<file path="src/rtl/caltime_pkg.sv">
package caltime_pkg;

  typedef logic [7:0] fld_t;

  localparam logic [3:0] OFS_SEC  = 4'h0;
  localparam logic [3:0] OFS_MIN  = 4'h2;
  localparam logic [3:0] OFS_HOUR = 4'h4;
  localparam logic [3:0] OFS_DOW  = 4'h6;
  localparam logic [3:0] OFS_DOM  = 4'h7;
  localparam logic [3:0] OFS_MON  = 4'h8;
  localparam logic [3:0] OFS_YEAR = 4'h9;
  localparam logic [3:0] OFS_STAT = 4'hA;
  localparam logic [3:0] OFS_CENT = 4'hB;

  // stored byte -> plain number under the selected encoding
  function automatic logic [7:0] fld_dec(input fld_t v, input logic bin);
    logic [7:0] t;
    t = ({4'd0, v[7:4]} * 8'd10) + {4'd0, v[3:0]};
    return bin ? v : t;
  endfunction

  // plain number (0..99) -> stored byte under the selected encoding
  function automatic fld_t fld_enc(input logic [7:0] n, input logic bin);
    logic [3:0] q;
    logic [3:0] r;
    q = 4'(n / 8'd10);
    r = 4'(n % 8'd10);
    return bin ? n : {q, r};
  endfunction

  function automatic logic [7:0] month_len(input logic [7:0] mon, input logic [7:0] yr);
    logic [7:0] len;
    case (mon)
      8'd2:                    len = (yr[1:0] == 2'b00) ? 8'd29 : 8'd28;
      8'd4, 8'd6, 8'd9, 8'd11: len = 8'd30;
      default:                 len = 8'd31;
    endcase
    return len;
  endfunction

endpackage

</file>
<file path="src/rtl/caltime_wrap_step.sv">
module caltime_wrap_step
  import caltime_pkg::*;
#(
  parameter int LO = 0
) (
  input  fld_t       cur,
  input  logic [7:0] top,
  input  logic       bin,
  input  logic       inc,
  output fld_t       nxt,
  output logic       carry
);
  logic [7:0] val;

  always_comb begin
    val   = fld_dec(cur, bin);
    nxt   = cur;
    carry = 1'b0;
    if (inc) begin
      if (val >= top) begin
        nxt   = fld_enc(8'(LO), bin);
        carry = 1'b1;
      end else begin
        nxt = fld_enc(val + 8'd1, bin);
      end
    end
  end
endmodule

</file>
<file path="src/rtl/caltime_hour_step.sv">
module caltime_hour_step
  import caltime_pkg::*;
(
  input  fld_t cur,
  input  logic bin,
  input  logic h24,
  input  logic inc,
  output fld_t nxt,
  output logic day_carry
);
  logic [7:0] hv;
  logic       pm;

  always_comb begin
    pm        = cur[7];
    hv        = fld_dec(h24 ? cur : {1'b0, cur[6:0]}, bin);
    nxt       = cur;
    day_carry = 1'b0;
    if (inc) begin
      if (h24) begin
        if (hv >= 8'd23) begin
          nxt       = fld_enc(8'd0, bin);
          day_carry = 1'b1;
        end else begin
          nxt = fld_enc(hv + 8'd1, bin);
        end
      end else if (hv == 8'd11) begin
        nxt       = {~pm, 7'(fld_enc(8'd12, bin))};
        day_carry = pm;
      end else if (hv >= 8'd12) begin
        nxt = {pm, 7'(fld_enc(8'd1, bin))};
      end else begin
        nxt = {pm, 7'(fld_enc(hv + 8'd1, bin))};
      end
    end
  end
endmodule

</file>
<file path="src/rtl/caltime_uip_seq.sv">
module caltime_uip_seq #(
  parameter int UIP_CYC = 4
) (
  input  logic clk,
  input  logic rst_n,
  input  logic tick,
  input  logic freeze,
  output logic uip,
  output logic commit
);
  localparam int CW = (UIP_CYC > 1) ? $clog2(UIP_CYC) : 1;
  localparam int RW = CW + 1;

  logic          busy;
  logic [CW-1:0] cnt;
  logic [RW-1:0] run;

  assign uip    = busy && !freeze;
  assign commit = busy && !freeze && (cnt == '0);

  always_ff @(posedge clk or negedge rst_n) begin
    if (!rst_n) begin
      busy <= 1'b0;
      cnt  <= '0;
    end else if (busy) begin
      if (freeze || cnt == '0) busy <= 1'b0;
      else                     cnt  <= cnt - 1'b1;
    end else if (tick && !freeze) begin
      busy <= 1'b1;
      cnt  <= CW'(UIP_CYC - 1);
    end
  end

  // length of the current busy run, for the window check below
  always_ff @(posedge clk or negedge rst_n) begin
    if (!rst_n)    run <= '0;
    else if (busy) run <= run + 1'b1;
    else           run <= '0;
  end

  p_uip_len_r9: assert property (@(posedge clk) disable iff (!rst_n)
    commit |-> run == RW'(UIP_CYC - 1));
  p_uip_drop_r9: assert property (@(posedge clk) disable iff (!rst_n)
    commit |=> !uip);
  p_uip_start_r9: assert property (@(posedge clk) disable iff (!rst_n)
    $rose(busy) |-> $past(tick) && !$past(freeze));
  p_no_restart_r12: assert property (@(posedge clk) disable iff (!rst_n)
    (busy && !freeze && cnt != '0) |=> busy && cnt == $past(cnt) - 1'b1);
endmodule

</file>
<file path="src/rtl/caltime_counter.sv">
module caltime_counter
  import caltime_pkg::*;
#(
  parameter int UIP_CYC = 4,
  parameter int ADDR_W  = 4
) (
  input  logic              clk,
  input  logic              rst_n,
  input  logic              tick_i,
  input  logic              freeze_i,
  input  logic              bin_mode_i,
  input  logic              hr24_i,
  input  logic              wr_en_i,
  input  logic [ADDR_W-1:0] wr_addr_i,
  input  logic [7:0]        wr_data_i,
  input  logic [ADDR_W-1:0] rd_addr_i,
  output logic [7:0]        rd_data_o,
  output logic              uip_o
);
  localparam int NLO = 2;  // seconds, minutes
  localparam int NHI = 2;  // year, century

  logic commit;
  fld_t lo_q  [NLO];
  fld_t lo_nx [NLO];
  logic lo_c  [NLO+1];
  fld_t hi_q  [NHI];
  fld_t hi_nx [NHI];
  logic hi_c  [NHI+1];
  fld_t hour_q, hour_nx;
  fld_t dow_q, dow_nx;
  fld_t dom_q, dom_nx;
  fld_t mon_q, mon_nx;
  logic day_c, dow_c, dom_c;
  logic [7:0] dom_top;

  caltime_uip_seq #(.UIP_CYC(UIP_CYC)) u_seq (
    .clk(clk), .rst_n(rst_n), .tick(tick_i), .freeze(freeze_i),
    .uip(uip_o), .commit(commit)
  );

  assign lo_c[0] = commit;

  for (genvar i = 0; i < NLO; i++) begin : g_lo
    caltime_wrap_step #(.LO(0)) u_step (
      .cur(lo_q[i]), .top(8'd59), .bin(bin_mode_i), .inc(lo_c[i]),
      .nxt(lo_nx[i]), .carry(lo_c[i+1])
    );
  end

  caltime_hour_step u_hour (
    .cur(hour_q), .bin(bin_mode_i), .h24(hr24_i), .inc(lo_c[NLO]),
    .nxt(hour_nx), .day_carry(day_c)
  );

  caltime_wrap_step #(.LO(1)) u_dow (
    .cur(dow_q), .top(8'd7), .bin(bin_mode_i), .inc(day_c),
    .nxt(dow_nx), .carry(dow_c)
  );

  assign dom_top = month_len(fld_dec(mon_q, bin_mode_i), fld_dec(hi_q[0], bin_mode_i));

  caltime_wrap_step #(.LO(1)) u_dom (
    .cur(dom_q), .top(dom_top), .bin(bin_mode_i), .inc(day_c),
    .nxt(dom_nx), .carry(dom_c)
  );

  caltime_wrap_step #(.LO(1)) u_mon (
    .cur(mon_q), .top(8'd12), .bin(bin_mode_i), .inc(dom_c),
    .nxt(mon_nx), .carry(hi_c[0])
  );

  for (genvar j = 0; j < NHI; j++) begin : g_hi
    caltime_wrap_step #(.LO(0)) u_step (
      .cur(hi_q[j]), .top(8'd99), .bin(bin_mode_i), .inc(hi_c[j]),
      .nxt(hi_nx[j]), .carry(hi_c[j+1])
    );
  end

  always_ff @(posedge clk or negedge rst_n) begin
    if (!rst_n) begin
      for (int i = 0; i < NLO; i++) lo_q[i] <= '0;
      for (int j = 0; j < NHI; j++) hi_q[j] <= '0;
      hour_q <= '0;
      dow_q  <= 8'd1;
      dom_q  <= 8'd1;
      mon_q  <= 8'd1;
    end else begin
      if (commit) begin
        for (int i = 0; i < NLO; i++) lo_q[i] <= lo_nx[i];
        for (int j = 0; j < NHI; j++) hi_q[j] <= hi_nx[j];
        hour_q <= hour_nx;
        dow_q  <= dow_nx;
        dom_q  <= dom_nx;
        mon_q  <= mon_nx;
      end
      // a write in the commit cycle overrides the commit for its field
      if (wr_en_i) begin
        case (wr_addr_i)
          ADDR_W'(OFS_SEC):  lo_q[0] <= wr_data_i;
          ADDR_W'(OFS_MIN):  lo_q[1] <= wr_data_i;
          ADDR_W'(OFS_HOUR): hour_q  <= wr_data_i;
          ADDR_W'(OFS_DOW):  dow_q   <= wr_data_i;
          ADDR_W'(OFS_DOM):  dom_q   <= wr_data_i;
          ADDR_W'(OFS_MON):  mon_q   <= wr_data_i;
          ADDR_W'(OFS_YEAR): hi_q[0] <= wr_data_i;
          ADDR_W'(OFS_CENT): hi_q[1] <= wr_data_i;
          default: ;
        endcase
      end
    end
  end

  always_comb begin
    case (rd_addr_i)
      ADDR_W'(OFS_SEC):  rd_data_o = lo_q[0];
      ADDR_W'(OFS_MIN):  rd_data_o = lo_q[1];
      ADDR_W'(OFS_HOUR): rd_data_o = hour_q;
      ADDR_W'(OFS_DOW):  rd_data_o = dow_q;
      ADDR_W'(OFS_DOM):  rd_data_o = dom_q;
      ADDR_W'(OFS_MON):  rd_data_o = mon_q;
      ADDR_W'(OFS_YEAR): rd_data_o = hi_q[0];
      ADDR_W'(OFS_CENT): rd_data_o = hi_q[1];
      ADDR_W'(OFS_STAT): rd_data_o = {uip_o, 7'd0};
      default:           rd_data_o = 8'd0;
    endcase
  end

  p_freeze_hold_r8: assert property (@(posedge clk) disable iff (!rst_n)
    (freeze_i && !wr_en_i) |=> $stable(lo_q[0]) && $stable(lo_q[1]) && $stable(hour_q)
                               && $stable(dom_q) && $stable(mon_q) && $stable(hi_q[1]));
  p_write_wins_r10: assert property (@(posedge clk) disable iff (!rst_n)
    (wr_en_i && wr_addr_i == ADDR_W'(OFS_MIN)) |=> lo_q[1] == $past(wr_data_i));
  p_sec_range_r1: assert property (@(posedge clk) disable iff (!rst_n)
    (commit && !wr_en_i && fld_dec(lo_q[0], bin_mode_i) <= 8'd59)
      |=> fld_dec(lo_q[0], $past(bin_mode_i)) <= 8'd59);
  p_hour_range_r2: assert property (@(posedge clk) disable iff (!rst_n)
    (commit && !wr_en_i && hr24_i && fld_dec(hour_q, bin_mode_i) <= 8'd23)
      |=> fld_dec(hour_q, $past(bin_mode_i)) <= 8'd23);
  p_day_from_pm_r3: assert property (@(posedge clk) disable iff (!rst_n)
    (!hr24_i && day_c) |-> hour_q[7]);
  p_dow_wrap_r5: assert property (@(posedge clk) disable iff (!rst_n)
    (dow_c && !wr_en_i) |=> dow_q == 8'd1);
  p_cent_wrap_r7: assert property (@(posedge clk) disable iff (!rst_n)
    (hi_c[NHI] && !wr_en_i) |=> hi_q[1] == 8'd0);
endmodule

</file>
<file path="config.mk">
export PLATFORM = sky130hd
export DESIGN_NAME = caltime_counter
export DESIGN_NICKNAME = d
export VERILOG_FILES = /design/src/rtl/caltime_pkg.sv /design/src/rtl/caltime_wrap_step.sv /design/src/rtl/caltime_hour_step.sv /design/src/rtl/caltime_uip_seq.sv /design/src/rtl/caltime_counter.sv
export SDC_FILE = /design/constraint.sdc
export NUM_CORES = 1
export LEC_CHECK = 0
export ABC_CLOCK_PERIOD_IN_PS = 13950
export BUFFER_PORTS_ARGS = -buffer_cell sky130_fd_sc_hd__clkbuf_2
export CORE_UTILIZATION = 33
export DETAILED_ROUTE_END_ITERATION = 10
export SLEW_MARGIN = 20
export SYNTH_ARGS = -nofsm -noshare
export SYNTH_HDL_FRONTEND = slang
export SYNTH_SLANG_ARGS = --single-unit
</file>
<file path="constraint.sdc">
create_clock -name clk -period 13.95 [get_ports clk]
set_input_delay 0 -clock clk [delete_from_list [all_inputs] [get_ports clk]]
set_output_delay 0 -clock clk [all_outputs]
set_load 0.02 [all_outputs]
</file>
# Word-level counts from Yosys, hierarchy flattened
# Index checks and enable logic that the tools add are counted.
dict set report totals {
  reg_bits 67
  in_bits 23
  output_inout_bits 9
  word_cells 174
}
dict set report classes {
  n_addsub 17
  multipliers 8
  div_mod_pow 16
  magnitude_cmp 9
  n_eq_ne 22
  mux 79
  n_bitwise 1
  reduce_logical 12
}
# operator count
set ops {}
lappend ops {{$mux W8} 50}
lappend ops {{$pmux W8 S9} 1}
lappend ops {{$add A8 B1 Y8 const B} 8}
lappend ops {{$add A8 B4 Y8} 8}
lappend ops {{$div A8 B4 Y8 const B} 8}
lappend ops {{$mod A8 B4 Y8 const B} 8}
lappend ops {{$mux W16} 4}
lappend ops {{$mul A4 B3 Y7 const B} 8}
lappend ops {{$eq A4 B4 Y1 const B} 7}
lappend ops {{$eq A4 B3 Y1 const B} 6}
lappend ops {{$eq A8 B4 Y1 const B} 3}
lappend ops {{$mux W1} 18}
lappend ops {{$eq A8 B3 Y1 const B} 2}
lappend ops {{$ge A8 B4 Y1 const B} 2}
lappend ops {{$ge A8 B6 Y1 const B} 2}
lappend ops {{$ge A8 B7 Y1 const B} 2}
lappend ops {{$eq A4 B2 Y1 const B} 2}
lappend ops {{$eq A8 B2 Y1 const B} 1}
lappend ops {{$ge A8 B3 Y1 const B} 1}
lappend ops {{$ge A8 B5 Y1} 1}
lappend ops {{$ge A8 B5 Y1 const B} 1}
lappend ops {{$logic_not A4 Y1} 2}
lappend ops {{$mux W7} 1}
lappend ops {{$mux W2} 3}
lappend ops {{12 further kinds} 15}

# Depth between registers and ports, before layout
# Gate-level depths: netlist (run 1).
dict set report depth {
  ltp_word 15
  mapped_depth 29
  depth_no_buf 24
}

# By module
# A second synthesis (run 1) with hierarchy kept.
dict set report hier_totals {
  cells_unflattened 2629
  area_unflattened_um2 20668.6
}
# mod n_inst cells_each area_per_inst_um2 seq_area_each_um2
set by_module_without_submodules {}
lappend by_module_without_submodules {{caltime_wrap_step (g_hi[0].u_step ...)} 4 274 2099.5 0.0}
lappend by_module_without_submodules {{caltime_wrap_step (u_dom ...)} 3 275 2098.3 0.0}
lappend by_module_without_submodules {caltime_counter 1 431 3997.6 1605.3}
lappend by_module_without_submodules {caltime_hour_step 1 258 1785.5 0.0}
lappend by_module_without_submodules {caltime_uip_seq 1 19 192.7 75.1}

# Worst setup path before layout (run 1)
# OpenSTA, ideal clock, no wires.
dict set report synth_path {
  kind {input to register}
  start {input bin_mode_i}
  end {register mon_q[2]}
  setup_ns 0.077
  arrival_time_ns 5.481
  required_time_ns 13.873
  slack_ns 8.392
  path_stages 27
  n_path_buf 8
  path_cell_list {buf_6 -> buf_6 -> buf_4 -> buf_6 -> buf_2 -> clkbuf_1 -> clkbuf_1 -> clkbuf_1 -> mux2_2 -> ha_1 -> nand2_1 -> nor3_2 -> xnor2_1 -> ha_1 -> o22ai_1 -> and2_1 -> or4_1 -> o21ai_2 -> nor3_1 -> and4_1 -> a2111o_1 -> nor2_1 -> ha_1 -> a21oi_1 -> a31oi_1 -> a2111o_1 -> a21oi_1}
}
dict set report synth_between {
  elab_chain_cells 11
  word_cells_on_any_way 39
  classes_between {add/sub: 1; div: 1; order compare: 5; eq/ne: 6; mux: 24; reduce/logical: 2}
}
# element line
set synth_rtl {}
lappend synth_rtl {{start, declared} caltime_counter.sv:11} ;# input logic bin_mode_i,
lappend synth_rtl {{branches (longest 7 deep; another with $add A8 B1 Y8)} -}
lappend synth_rtl {{$mux W8 (*)} caltime_wrap_step.sv:19} ;# if (inc) begin
lappend synth_rtl {{$mux W8 (*)} caltime_counter.sv:89} ;# if (commit) begin
lappend synth_rtl {{$mux W8} caltime_counter.sv:99} ;# case (wr_addr_i)
lappend synth_rtl {{$mux W8 (*)} caltime_counter.sv:98} ;# if (wr_en_i) begin
lappend synth_rtl {{end signal, assigned} caltime_counter.sv:95} ;# mon_q <= mon_nx;
lappend synth_rtl {{end signal, assigned} caltime_counter.sv:105} ;# ADDR_W'(OFS_MON): mon_q <= wr_data_i;
lappend synth_rtl {{end, declared} caltime_counter.sv:33} ;# fld_t mon_q, mon_nx;
# Every way passes the cells marked *.
# A chain may end at the register's enable or synchronous reset.

# Final worst setup path (run 1)
dict set report layout_path {
  start {register hour_q[7]}
  end {register hi_q[5] (netlist name)}
}
dict set report layout_between {
  elab_chain_cells 15
  word_cells_on_any_way 17
  classes_between {add/sub: 1; mul: 1; order compare: 1; eq/ne: 1; mux: 13}
}
# element line
set layout_rtl {}
lappend layout_rtl {{start, declared} caltime_counter.sv:30} ;# fld_t hour_q, hour_nx;
lappend layout_rtl {{start signal, assigned} caltime_counter.sv:92} ;# hour_q <= hour_nx;
lappend layout_rtl {{start signal, assigned} caltime_counter.sv:102} ;# ADDR_W'(OFS_HOUR): hour_q <= wr_data_i;
lappend layout_rtl {{$mux W8} caltime_hour_step.sv:16} ;# hv = fld_dec(h24 ? cur : {1'b0, cur[6:0]}, bin);
lappend layout_rtl {{$mul A4 B3 Y7} caltime_pkg.sv:18} ;# t = ({4'd0, v[7:4]} * 8'd10) + {4'd0, v[3:0]};
lappend layout_rtl {{$add A8 B4 Y8} caltime_pkg.sv:18}
lappend layout_rtl {{$mux W8} caltime_pkg.sv:19} ;# return bin ? v : t;
lappend layout_rtl {{$ge A8 B5 Y1 or $eq A8 B4 Y1 (tied branches)} {caltime_hour_step.sv:21, caltime_hour_step.sv:27}}
lappend layout_rtl {{$mux W1 (on tied branches)} {caltime_hour_step.sv:21, caltime_hour_step.sv:27}}
lappend layout_rtl {{$mux W1 (*)} caltime_hour_step.sv:20} ;# if (h24) begin
lappend layout_rtl {{$mux W1 (*)} caltime_hour_step.sv:19} ;# if (inc) begin
lappend layout_rtl {{$mux W1 (*) (3 in a row)} caltime_wrap_step.sv:19}
lappend layout_rtl {{$mux W8 (*)} caltime_wrap_step.sv:19}
lappend layout_rtl {{$mux W16 (*)} caltime_counter.sv:89}
lappend layout_rtl {{$mux W8} caltime_counter.sv:99}
lappend layout_rtl {{$mux W16 (*)} caltime_counter.sv:98}
lappend layout_rtl {{end, declared} caltime_counter.sv:27} ;# fld_t hi_q [NHI];
# Every way passes the cells marked *; elsewhere a longest branch is shown, timed or not.

==> results of run 1 <==
[layout make-up]
| cell class | instances | area (um2) | share of cell area [%] |
|---|---|---|---|
| diodes | 3 | 7.507 | 0.04917 |
| clock buffers | 10 | 239.0 | 1.565 |
| clock inverters | 6 | 48.80 | 0.3196 |
| inverters | 71 | 266.5 | 1.745 |
| multi-input cells | 1736 | 12040 | 78.84 |
| flip-flops and latches | 67 | 1680 | 11.01 |
| well taps | 585 | 732.0 | 4.794 |
| repair buffers | 42 | 256.5 | 1.680 |
[layer usage]
layer  up-vias  global-route usage [%]  part of all wire (%)
li1       7507                       -                     -
met1      7517                   26.06                    46
met2       419                   32.50                    46
met3        71                   3.122                   5.4
met4         6                   5.547                   2.4
met5         -                       0                 0.085
[sequential cells by signal, summed over array words and instances (netlist names)]
register,cells
hi_q,16
lo_q,16
dom_q,8
dow_q,8
hour_q,8
mon_q,8
u_seq.cnt,2
u_seq.busy,1
[through the flow]
step / cell area [um2] / worst slack [ns] / utilization [%]
3_5_place_dp: 14930 / 7.737 / 34.67
3_3_place_gp: 14930 / 8.025 / 34.67
4_1_cts: 15260 / 7.707 / 35.43
6_report: 15270 / 7.634 / 35.45
2_1_floorplan: 14430 / 8.392 / -
5_1_grt: 15270 / 6.984 / 35.45
[final timing paths]
| path | startpoint | to | slack, ns |
|---|---|---|---|
| max | hour_q[7]$_DFF_PN0_ | hi_q[5]$_DFF_PN0_ | 7.63 |
| min | wr_data_i[0] | mon_q[0]$_DFF_PN1_ | 0.05 |
| max reg2reg | hour_q[7]$_DFF_PN0_ | hi_q[5]$_DFF_PN0_ | 7.63 |
| min reg2reg | u_seq.cnt[0]$_DFFE_PN0P_ | u_seq.cnt[0]$_DFFE_PN0P_ | 0.48 |
| max in group asynchronous | rst_n | lo_q[5]$_DFF_PN0_ | 12.97 |
| min in group asynchronous | rst_n | u_seq.cnt[1]$_DFFE_PN0P_ | 0.32 |
[logic make-up after synthesis]
kind of cell	Yosys count
simple gates	791
buf+inv	161
compound gates	688
flops	67
mux	60
fa+ha+maj	118
xor+xnor	79
[tightest hold or removal path, cell delays in order]
cell	delay (ns)
clkbuf_2	0.21
nand2_1	0.10
o21ai_0	0.07
[layout by cell type (no fill, tap or decap), types with 37 or more instances in the layout]
master and count:
dfrtp_1 64, o21ai_0 98, ha_1 100, nor3_1 52
inv_1 70, nand3_1 75, a31oi_1 45, a21oi_1 131
xnor2_1 53, and3_1 37, nor2_1 185, nand2_1 182
==> results.toml, run 1 <==
[run_status]
outcome = "completed"

[flow_run]
drv_cap = 0

[worst_setup_path]
crit_path_end_kind = "flop"
path_depth = 20
crit_type = "reg -> reg"
cp_top_family = "simple AND/OR/NAND/NOR gates"
path_common_cell = "nand2_1"
max_stage_delay_ns = 0.66
crit_buf_inv = 1
worst_setup_path_start_kind = "flop"
reg2reg_depth = 20
cp_cell_sequence = "nand2_1 > inv_1 > ha_1 > ha_1 > fa_1 > nand2_1 > or3_1 > a211oi_2 > and3_1 > nand2_1 > nor3_1 > ha_1 > o21ai_0 > nand2b_1 > nor2_1 > nand2_1 > nor2_1 > nand2_1 > or3_1 > a31oi_1"
required_ns = 14.21
worst-path-max-fanout = 19
arrival_ns = 6.58
critPathSlowestCell = "a211oi_2"

[clock_network]
cts_tree = "done"
cts_max_level = 3
insertion_delay_ns = 0.35
clkSlewWorstSetupHoldPaths_ns = 0.06
ctsRootBufferMaster = "clkbuf_16"
cts.sinks = 67
clk_path_buf_depth = 2
post_cts_buffers = 0
cts_resized = 0
holdBufCountCts = 4
cts_buffers = 9

[placed_design]
dp_hpwl_um = 33950
gp_congestion = 0.8808
dp.cells = 2497
portBuffers = 31

[detailed_routing]
vias = 15520
wl_per_cell_um = 17.73
antenna_left = 0
dr.first_iter.drc_count = 1195
drc = 0
via_per_inst = 6.159
drt_pass1_iterations = 8
postRouteWirelength_um = 44670

[synthesis]
synth_compound_area_share_pct = 34.48
synthXorXnorAreaFrac_pct = 4.794
syn_nets = 2103
synth_top_area_share_pct = 11.10
synth_common_cells = "nor2_1, nand2_1, a21oi_1, ha_1, o21ai_0"
synthMuxAreaShare_pct = 4.542
synth.most_common_cell = "nor2_1"
ys_ff_latch = 67
ys_dominant_reg_cell = "dfrtp_1"
synthCells = 1964
synth_top_family_by_area = "compound AO/OA/AOI/OAI gates"
seq_area_frac_synth_pct = 11.64
ys_warn_count = 0
ys_types = 115
ys_top_cells_by_area = "dfrtp_1, ha_1, nor2_1"
synth-simple-area-share_pct = 28.55
syn-cell-area_mm2 = 0.01443
synthAdderAreaFrac_pct = 11.03
yosysTopAreaCell = "dfrtp_1"
async_flop_share_pct = 100.0
syn_avg_cell_area_um2 = 7.349
synth_edf_count = 0

[min_path]
whs_path_depth = 3
worstHoldPathType = "in -> reg"

[sta]
fmax_ghz = 0.1583
hold_viol = 0
setup_violations = 0
finalSetupTns_ns = 0
hold_slack_ns = 0.04832
tightest_slew_ns = 1.157
slew_violations = 0
finalCritPeriodShare_pct = 45.27
fin_skew_ns = 0.009046
slew_headroom_pct = 22.39
rsz0062_at_grt = "false"
period_needed_ns = 6.316

[final_layout]
fillers = 4547
syn_to_final_growth_pct = 5.782
drive_above_1_share_pct = 8.282
final_nets = 2066
final_cells = 2520

[die]
core-area_mm2 = 0.04308
die-area_mm2 = 0.04458
die_x_um = 211.1
initial_utilization_pct = 33.51
fp.dieH_um = 211.1
io_pins = 32
rows = 76

[grt]
grt-ovfl-total = 0
grt_max_degree = 91
grt_pass1_vias = 14340
grt_pass1_wl_um = 72550
antenna_found_initial = 6
grt.total_usage_pct = 19.59
Power of run 1 is not shown: default switching activity piles up to over one toggle a cycle in this logic, so the estimate is an artifact.
==> inputs of run 2 (changes only) <==
--- a/config.mk
+++ b/config.mk
@@ -5,7 +5,8 @@
 export SDC_FILE = /design/constraint.sdc
 export NUM_CORES = 1
 export LEC_CHECK = 0
-export ABC_CLOCK_PERIOD_IN_PS = 13950
+export ABC_AREA = 1
+export ABC_CLOCK_PERIOD_IN_PS = 5600
 export BUFFER_PORTS_ARGS = -buffer_cell sky130_fd_sc_hd__clkbuf_2
 export CORE_UTILIZATION = 33
 export DETAILED_ROUTE_END_ITERATION = 10
==> constraint.sdc (replaced) <==
create_clock -name clk -period 5.6 [get_ports clk]
set_input_delay 0 -clock clk [delete_from_list [all_inputs] [get_ports clk]]
set_output_delay 0 -clock clk [all_outputs]
set_load 0.02 [all_outputs]
==> run 2 against run 1 <==
Register-to-register slack worse by 7.1 ns; utilization rose by 0.79 points; fmax rose by 25%; first-iteration DRC count fell by 28%; clock skew shrank 0.0028 ns; worst setup slack lost 7.1 ns; via count down 19%; sequential share of layout area rose by 2.1 points; critical endpoint is now dow_q[2]$_DFF_PN0_; highest routed layer is now met4.
==> results.toml, run 2 <==
[detailed_routing]
vias = 12530
drt_pass1_iterations = 7
drc = 0
wl_per_cell_um = 13.67
dr.first_iter.drc_count = 863
postRouteWirelength_um = 33890
via_per_inst = 5.053
antenna_left = 0

[final_layout]
multi_input_area_mm2 = 0.008760
post-route-util_pct = 36.23
seq_area_mm2 = 0.001685
syn_to_final_growth_pct = 8.273
layout_commonest_cell = "nand2_1"
reg.largest.list = "hi_q (16), lo_q (16)"
fillers = 3919
diodes = 0
drive_above_1_share_pct = 10.70
final_cell_mix = "nand2_1, inv_1, nand3_1, nor2_1, a21oi_1"
final_nets = 2153

[sta]
period_needed_ns = 5.067
hold_viol = 0
tightest_slew_ns = 0.9305
setup_violations = 0
fin_skew_ns = 0.006264
slew_violations = 0
fmax_ghz = 0.1974
fin_ws_ns = 0.5332
finalSetupTns_ns = 0
finalCritPeriodShare_pct = 90.48
rsz0062_at_grt = "false"
slew_headroom_pct = 37.74

[synthesis]
synth.most_common_cell = "nand2_1"
ys_ff_latch = 67
seq_area_frac_synth_pct = 14.12
syn_avg_cell_area_um2 = 5.978
async_flop_share_pct = 100.0
synth_common_cells = "nand2_1, inv_1, nand3_1, nor2_1, a21oi_1"
syn-cell-area_mm2 = 0.01190
synth_top_area_share_pct = 17.09
synth_edf_count = 0
yosysTopAreaCell = "nand2_1"
ys_top_cells_by_area = "nand2_1, dfrtp_1, ha_1"
ys_types = 60
ys_warn_count = 0
syn_nets = 2130
ys_dominant_reg_cell = "dfrtp_1"
synthCells = 1991

[die]
initial_utilization_pct = 33.46
die_x_um = 191.9
rows = 69
io_pins = 32
core-area_mm2 = 0.03557
die-area_mm2 = 0.03683
fp.dieH_um = 191.9

[grt]
antenna_found_initial = 0
grt_pass1_wl_um = 56500
grt-ovfl-total = 0
grt_max_degree = 68
grt.total_usage_pct = 18.77
grt_pass1_vias = 11630

[placed_design]
dp_slack_ns = 0.4086
gp_congestion = 0.9153
portBuffers = 31
dp_hpwl_um = 27110

[clock_network]
insertion_delay_ns = 0.34
clkSlewWorstSetupHoldPaths_ns = 0.06
cts_tree = "done"
cts.sinks = 67
ctsRootBufferMaster = "clkbuf_16"
cts_max_level = 3
clk_path_buf_depth = 2
cts_buffers = 9

[flow_run]
drv_cap = 0

[min_path]
worstHoldPathType = "in -> reg"

[worst_setup_path]
max_stage_delay_ns = 0.48
arrival_ns = 5.29
required_ns = 5.83
path_common_cell = "nand2_1"
worst_setup_path_start_kind = "flop"
crit_type = "reg -> reg"
worst-path-max-fanout = 6
critPathSlowestCell = "dfrtp_1"
crit_path_end_kind = "flop"

[run_status]
outcome = "completed"
run 2: cell types whose count changed in the layout (fill, tap and decap cells not counted), moves of 38 or more:
cell and change:
inv_1 +241, nand2_2 +56, xnor2_1 -39, nor3_1 -44, a31oi_1 -40, nand2_1 +359, nor2_1 -38, nand3_1 +116
run 2: worst max-delay path, delay by kind of cell, from the launching register on:
kind | cells | cell delay (ns)
simple gates | 21 | 2.23
compound gates | 5 | 0.47
flops | 1 | 0.48
fa+ha+maj | 5 | 1.54
buf+inv | 4 | 0.25
run 2: cells by family (layout without fill, tap and decap cells):
family	after synthesis	in the layout	synth area share [%]
xor+xnor	43	43	3.164
compound gates	327	327	16.37
simple gates	1068	1068	40.64
fa+ha+maj	116	116	13.20
buf+inv	370	398	12.51
flops	67	67	14.12
run 2: layer usage:
metal	track usage, %	vias to the layer above	routed length [um]
met4	4.335	0	638
met2	30.88	265	15230
met5	0	-	0
met3	2.668	37	1615
met1	25.70	5680	16410
li1	-	6549	-
run 2: path summary, 6_finish.rpt:
| check | slack, ns | from | cells after the start | to |
|---|---|---|---|---|
| worst max-delay path | 0.53 | dow_q[5]$_DFF_PN0_ | 35 | dow_q[2]$_DFF_PN0_ |
| worst min-delay path | 0.03 | wr_data_i[4] | 3 | hi_q[4]$_DFF_PN0_ |
| worst max register to register | 0.53 | dow_q[5]$_DFF_PN0_ | 35 | dow_q[2]$_DFF_PN0_ |
| worst min register to register | 0.48 | u_seq.cnt[0]$_DFFE_PN0P_ | 1 | u_seq.cnt[0]$_DFFE_PN0P_ |
| max in group asynchronous | 4.52 | rst_n | 3 | mon_q[7]$_DFF_PN0_ |
| min in group asynchronous | 0.40 | rst_n | 3 | u_seq.cnt[0]$_DFFE_PN0P_ |
run 2: cell type report:
cell class	count	area share, %
repair buffers	48	2.544
clock inverters	5	0.3010
flip-flops and latches	67	13.08
well taps	461	4.476
clock buffers	11	1.883
multi-input cells	1554	67.97
inverters	334	9.748
run 2: what timing repair did:
| item | in CTS | in global routing |
|---|---|---|
| hold endpoints to repair | 71 | 0 |
| endpoints found under the setup margin | 0 | 9 |
| hold buffers | 7 | 0 |
| gates resized for setup | 0 | 10 |
| buffers inserted | 0 | 3 |
run 2: stage by stage:
stage                     hold WS [ns]  cell area (um2)  instances
after floorplan                -0.2956            11900       1991
after global placement          0.2331            12480       2454
after detailed placement        0.2460            12480       2454
after CTS                      0.01205            12830       2477
after global routing           0.04706            12890       2480
final                          0.02992            12890       2480
Power of run 2 is left out for the same reason.
==> inputs of run 3 (changes only) <==
--- a/config.mk
+++ b/config.mk
@@ -8,9 +8,11 @@
 export ABC_AREA = 1
 export ABC_CLOCK_PERIOD_IN_PS = 5600
 export BUFFER_PORTS_ARGS = -buffer_cell sky130_fd_sc_hd__clkbuf_2
-export CORE_UTILIZATION = 33
+export CORE_UTILIZATION = 58
 export DETAILED_ROUTE_END_ITERATION = 10
+export PLACE_DENSITY = 0.78
 export SLEW_MARGIN = 20
 export SYNTH_ARGS = -nofsm -noshare
 export SYNTH_HDL_FRONTEND = slang
+export SYNTH_HIERARCHICAL = 1
 export SYNTH_SLANG_ARGS = --single-unit
==> run 3 against run 2 <==
Count of clock-buffer cells in the layout unchanged; global-route usage increased by 11 points; clock skew increased by 0.0019 ns; utilization increased by 27 points; synthesized cell count increased by 37%; sequential share of layout area decreased by 3.2 points; register-to-register slack about the same; first-iteration DRC count increased by 50%; routed wire length increased by 25%; critical path type unchanged; largest cell class unchanged.
==> results.toml, run 3 <==
[run_status]
outcome = "completed"

[sta]
fin_skew_ns = 0.008199
slew_headroom_pct = 25.53
period_needed_ns = 5.054
fmax_ghz = 0.1979
setup_violations = 0
rsz0062_at_grt = "false"
finalCritPeriodShare_pct = 90.24
finalSetupTns_ns = 0
slew_violations = 0
hold_viol = 0
tightest_slew_ns = 1.117

[final_layout]
fillers = 2576
reg.largest.list = "hi_q (16), lo_q (16)"
syn_to_final_growth_pct = 7.060
layout_commonest_cell = "nand2_1"
multi_input_area_mm2 = 0.01246
design_area_mm2 = 0.01710
drive_above_1_share_pct = 15.14
final_cell_mix = "nand2_1, inv_1, nand3_1, ha_1, o21ai_0"
seq_area_mm2 = 0.001687
final_nets = 2995

[detailed_routing]
dr.first_iter.drc_count = 1292
wl_per_cell_um = 13.40
drt_pass1_iterations = 8
vias = 17130
antenna_left = 0
drc = 0
via_per_inst = 5.436
postRouteWirelength_um = 42220

[die]
core-area_mm2 = 0.02695
initial_utilization_pct = 59.25
die-area_mm2 = 0.02820
die_x_um = 167.9
io_pins = 32
rows = 60
fp.dieH_um = 167.9

[clock_network]
clk_path_buf_depth = 2
cts.sinks = 67
cts_max_level = 3
cts_tree = "done"
ctsRootBufferMaster = "clkbuf_16"
clkSlewWorstSetupHoldPaths_ns = 0.06
insertion_delay_ns = 0.34
cts_buffers = 9

[grt]
grt-ovfl-total = 0
grt_pass1_wl_um = 70950
grt.total_usage_pct = 30.09
antenna_found_initial = 1
grt_max_degree = 108
grt_pass1_vias = 15530

[placed_design]
portBuffers = 31
postPlaceCellArea_mm2 = 0.01664
gp_congestion = 0.9417
dp_hpwl_um = 33850

[synthesis]
syn_avg_cell_area_um2 = 5.864
ys_warn_count = 6
syn-cell-area_mm2 = 0.01597
synthCells = 2723

[worst_setup_path]
max_stage_delay_ns = 0.51
crit_type = "reg -> reg"
crit_path_end_kind = "flop"
required_ns = 5.78
worst_setup_path_start_kind = "flop"
critPathSlowestCell = "fa_1"
worst-path-max-fanout = 7
arrival_ns = 5.23
path_common_cell = "nand2_1"

[flow_run]
drv_cap = 0

[min_path]
worstHoldPathType = "in -> reg"
[run 3: cell type report]
class	count	share of cell area (%)
Inverter	481	10.60
Timing Repair Buffer	56	2.196
Tap cell	341	2.496
Antenna cell	3	0.04391
Clock buffer	11	1.420
Sequential cell	67	9.866
Multi-Input combinational cell	2187	72.88
Clock inverter	5	0.4977
[run 3: what timing repair did]
item / CTS / global route
endpoints found under the setup margin: 0 / 22
buffers inserted: 0 / 4
hold endpoints to repair: 75 / 0
resized for setup: 0 / 10
hold buffers: 7 / 0
[run 3: per-layer routing]
metal | vias to the layer above | part of all wire (%) | wire, um | GRT usage [%]
li1 | 8830 | - | - | -
met4 | 0 | 2.9 | 1206 | 9.892
met3 | 75 | 5.9 | 2507 | 2.938
met2 | 481 | 47 | 19730 | 52.23
met5 | - | 0 | 0 | 0
met1 | 7743 | 44 | 18770 | 39.04
[run 3: path summary, 6_finish.rpt]
| path | startpoint | to | slack [ns] | depth (start not counted) |
|---|---|---|---|---|
| worst max-delay path | mon_q[5]$_DFF_PN0_ | hi_q[11]$_DFF_PN0_ | 0.55 | 37 |
| worst min-delay path | tick_i | u_seq/busy$_DFF_PN0_ | 0.01 | 5 |
| worst max register to register | mon_q[5]$_DFF_PN0_ | hi_q[11]$_DFF_PN0_ | 0.55 | 37 |
| worst min register to register | u_seq/cnt[1]$_DFFE_PN0P_ | u_seq/cnt[1]$_DFFE_PN0P_ | 0.47 | 2 |
| max in group asynchronous | rst_n | dow_q[5]$_DFF_PN0_ | 4.53 | 3 |
| min in group asynchronous | rst_n | u_seq/cnt[1]$_DFFE_PN0P_ | 0.39 | 3 |
[run 3: worst max-delay path: cells and delay by family, from the launching register on]
kind	cells	cell delay (ns)
and+or+nand+nor	20	1.51
adders and majority gates	4	1.36
AOI/OAI and AO/OA	8	1.06
buffers and inverters	5	0.57
DFF	1	0.41
[run 3: stage by stage]
stage / hold slack (ns) / setup slack [ns] / std cells / utilization (%)
after CTS: 0.003070 / 0.3352 / 3144 / 63.23
after global routing: 0.02902 / 0.006898 / 3149 / 63.41
after floorplan: -0.2956 / 1.042 / 2775 / -
after detailed placement: 0.2457 / 0.3697 / 3121 / 61.75
after global placement: 0.2386 / 0.6086 / 3121 / 61.75
final: 0.01149 / 0.5463 / 3151 / 63.43
Power of run 3 is left out for the same reason.
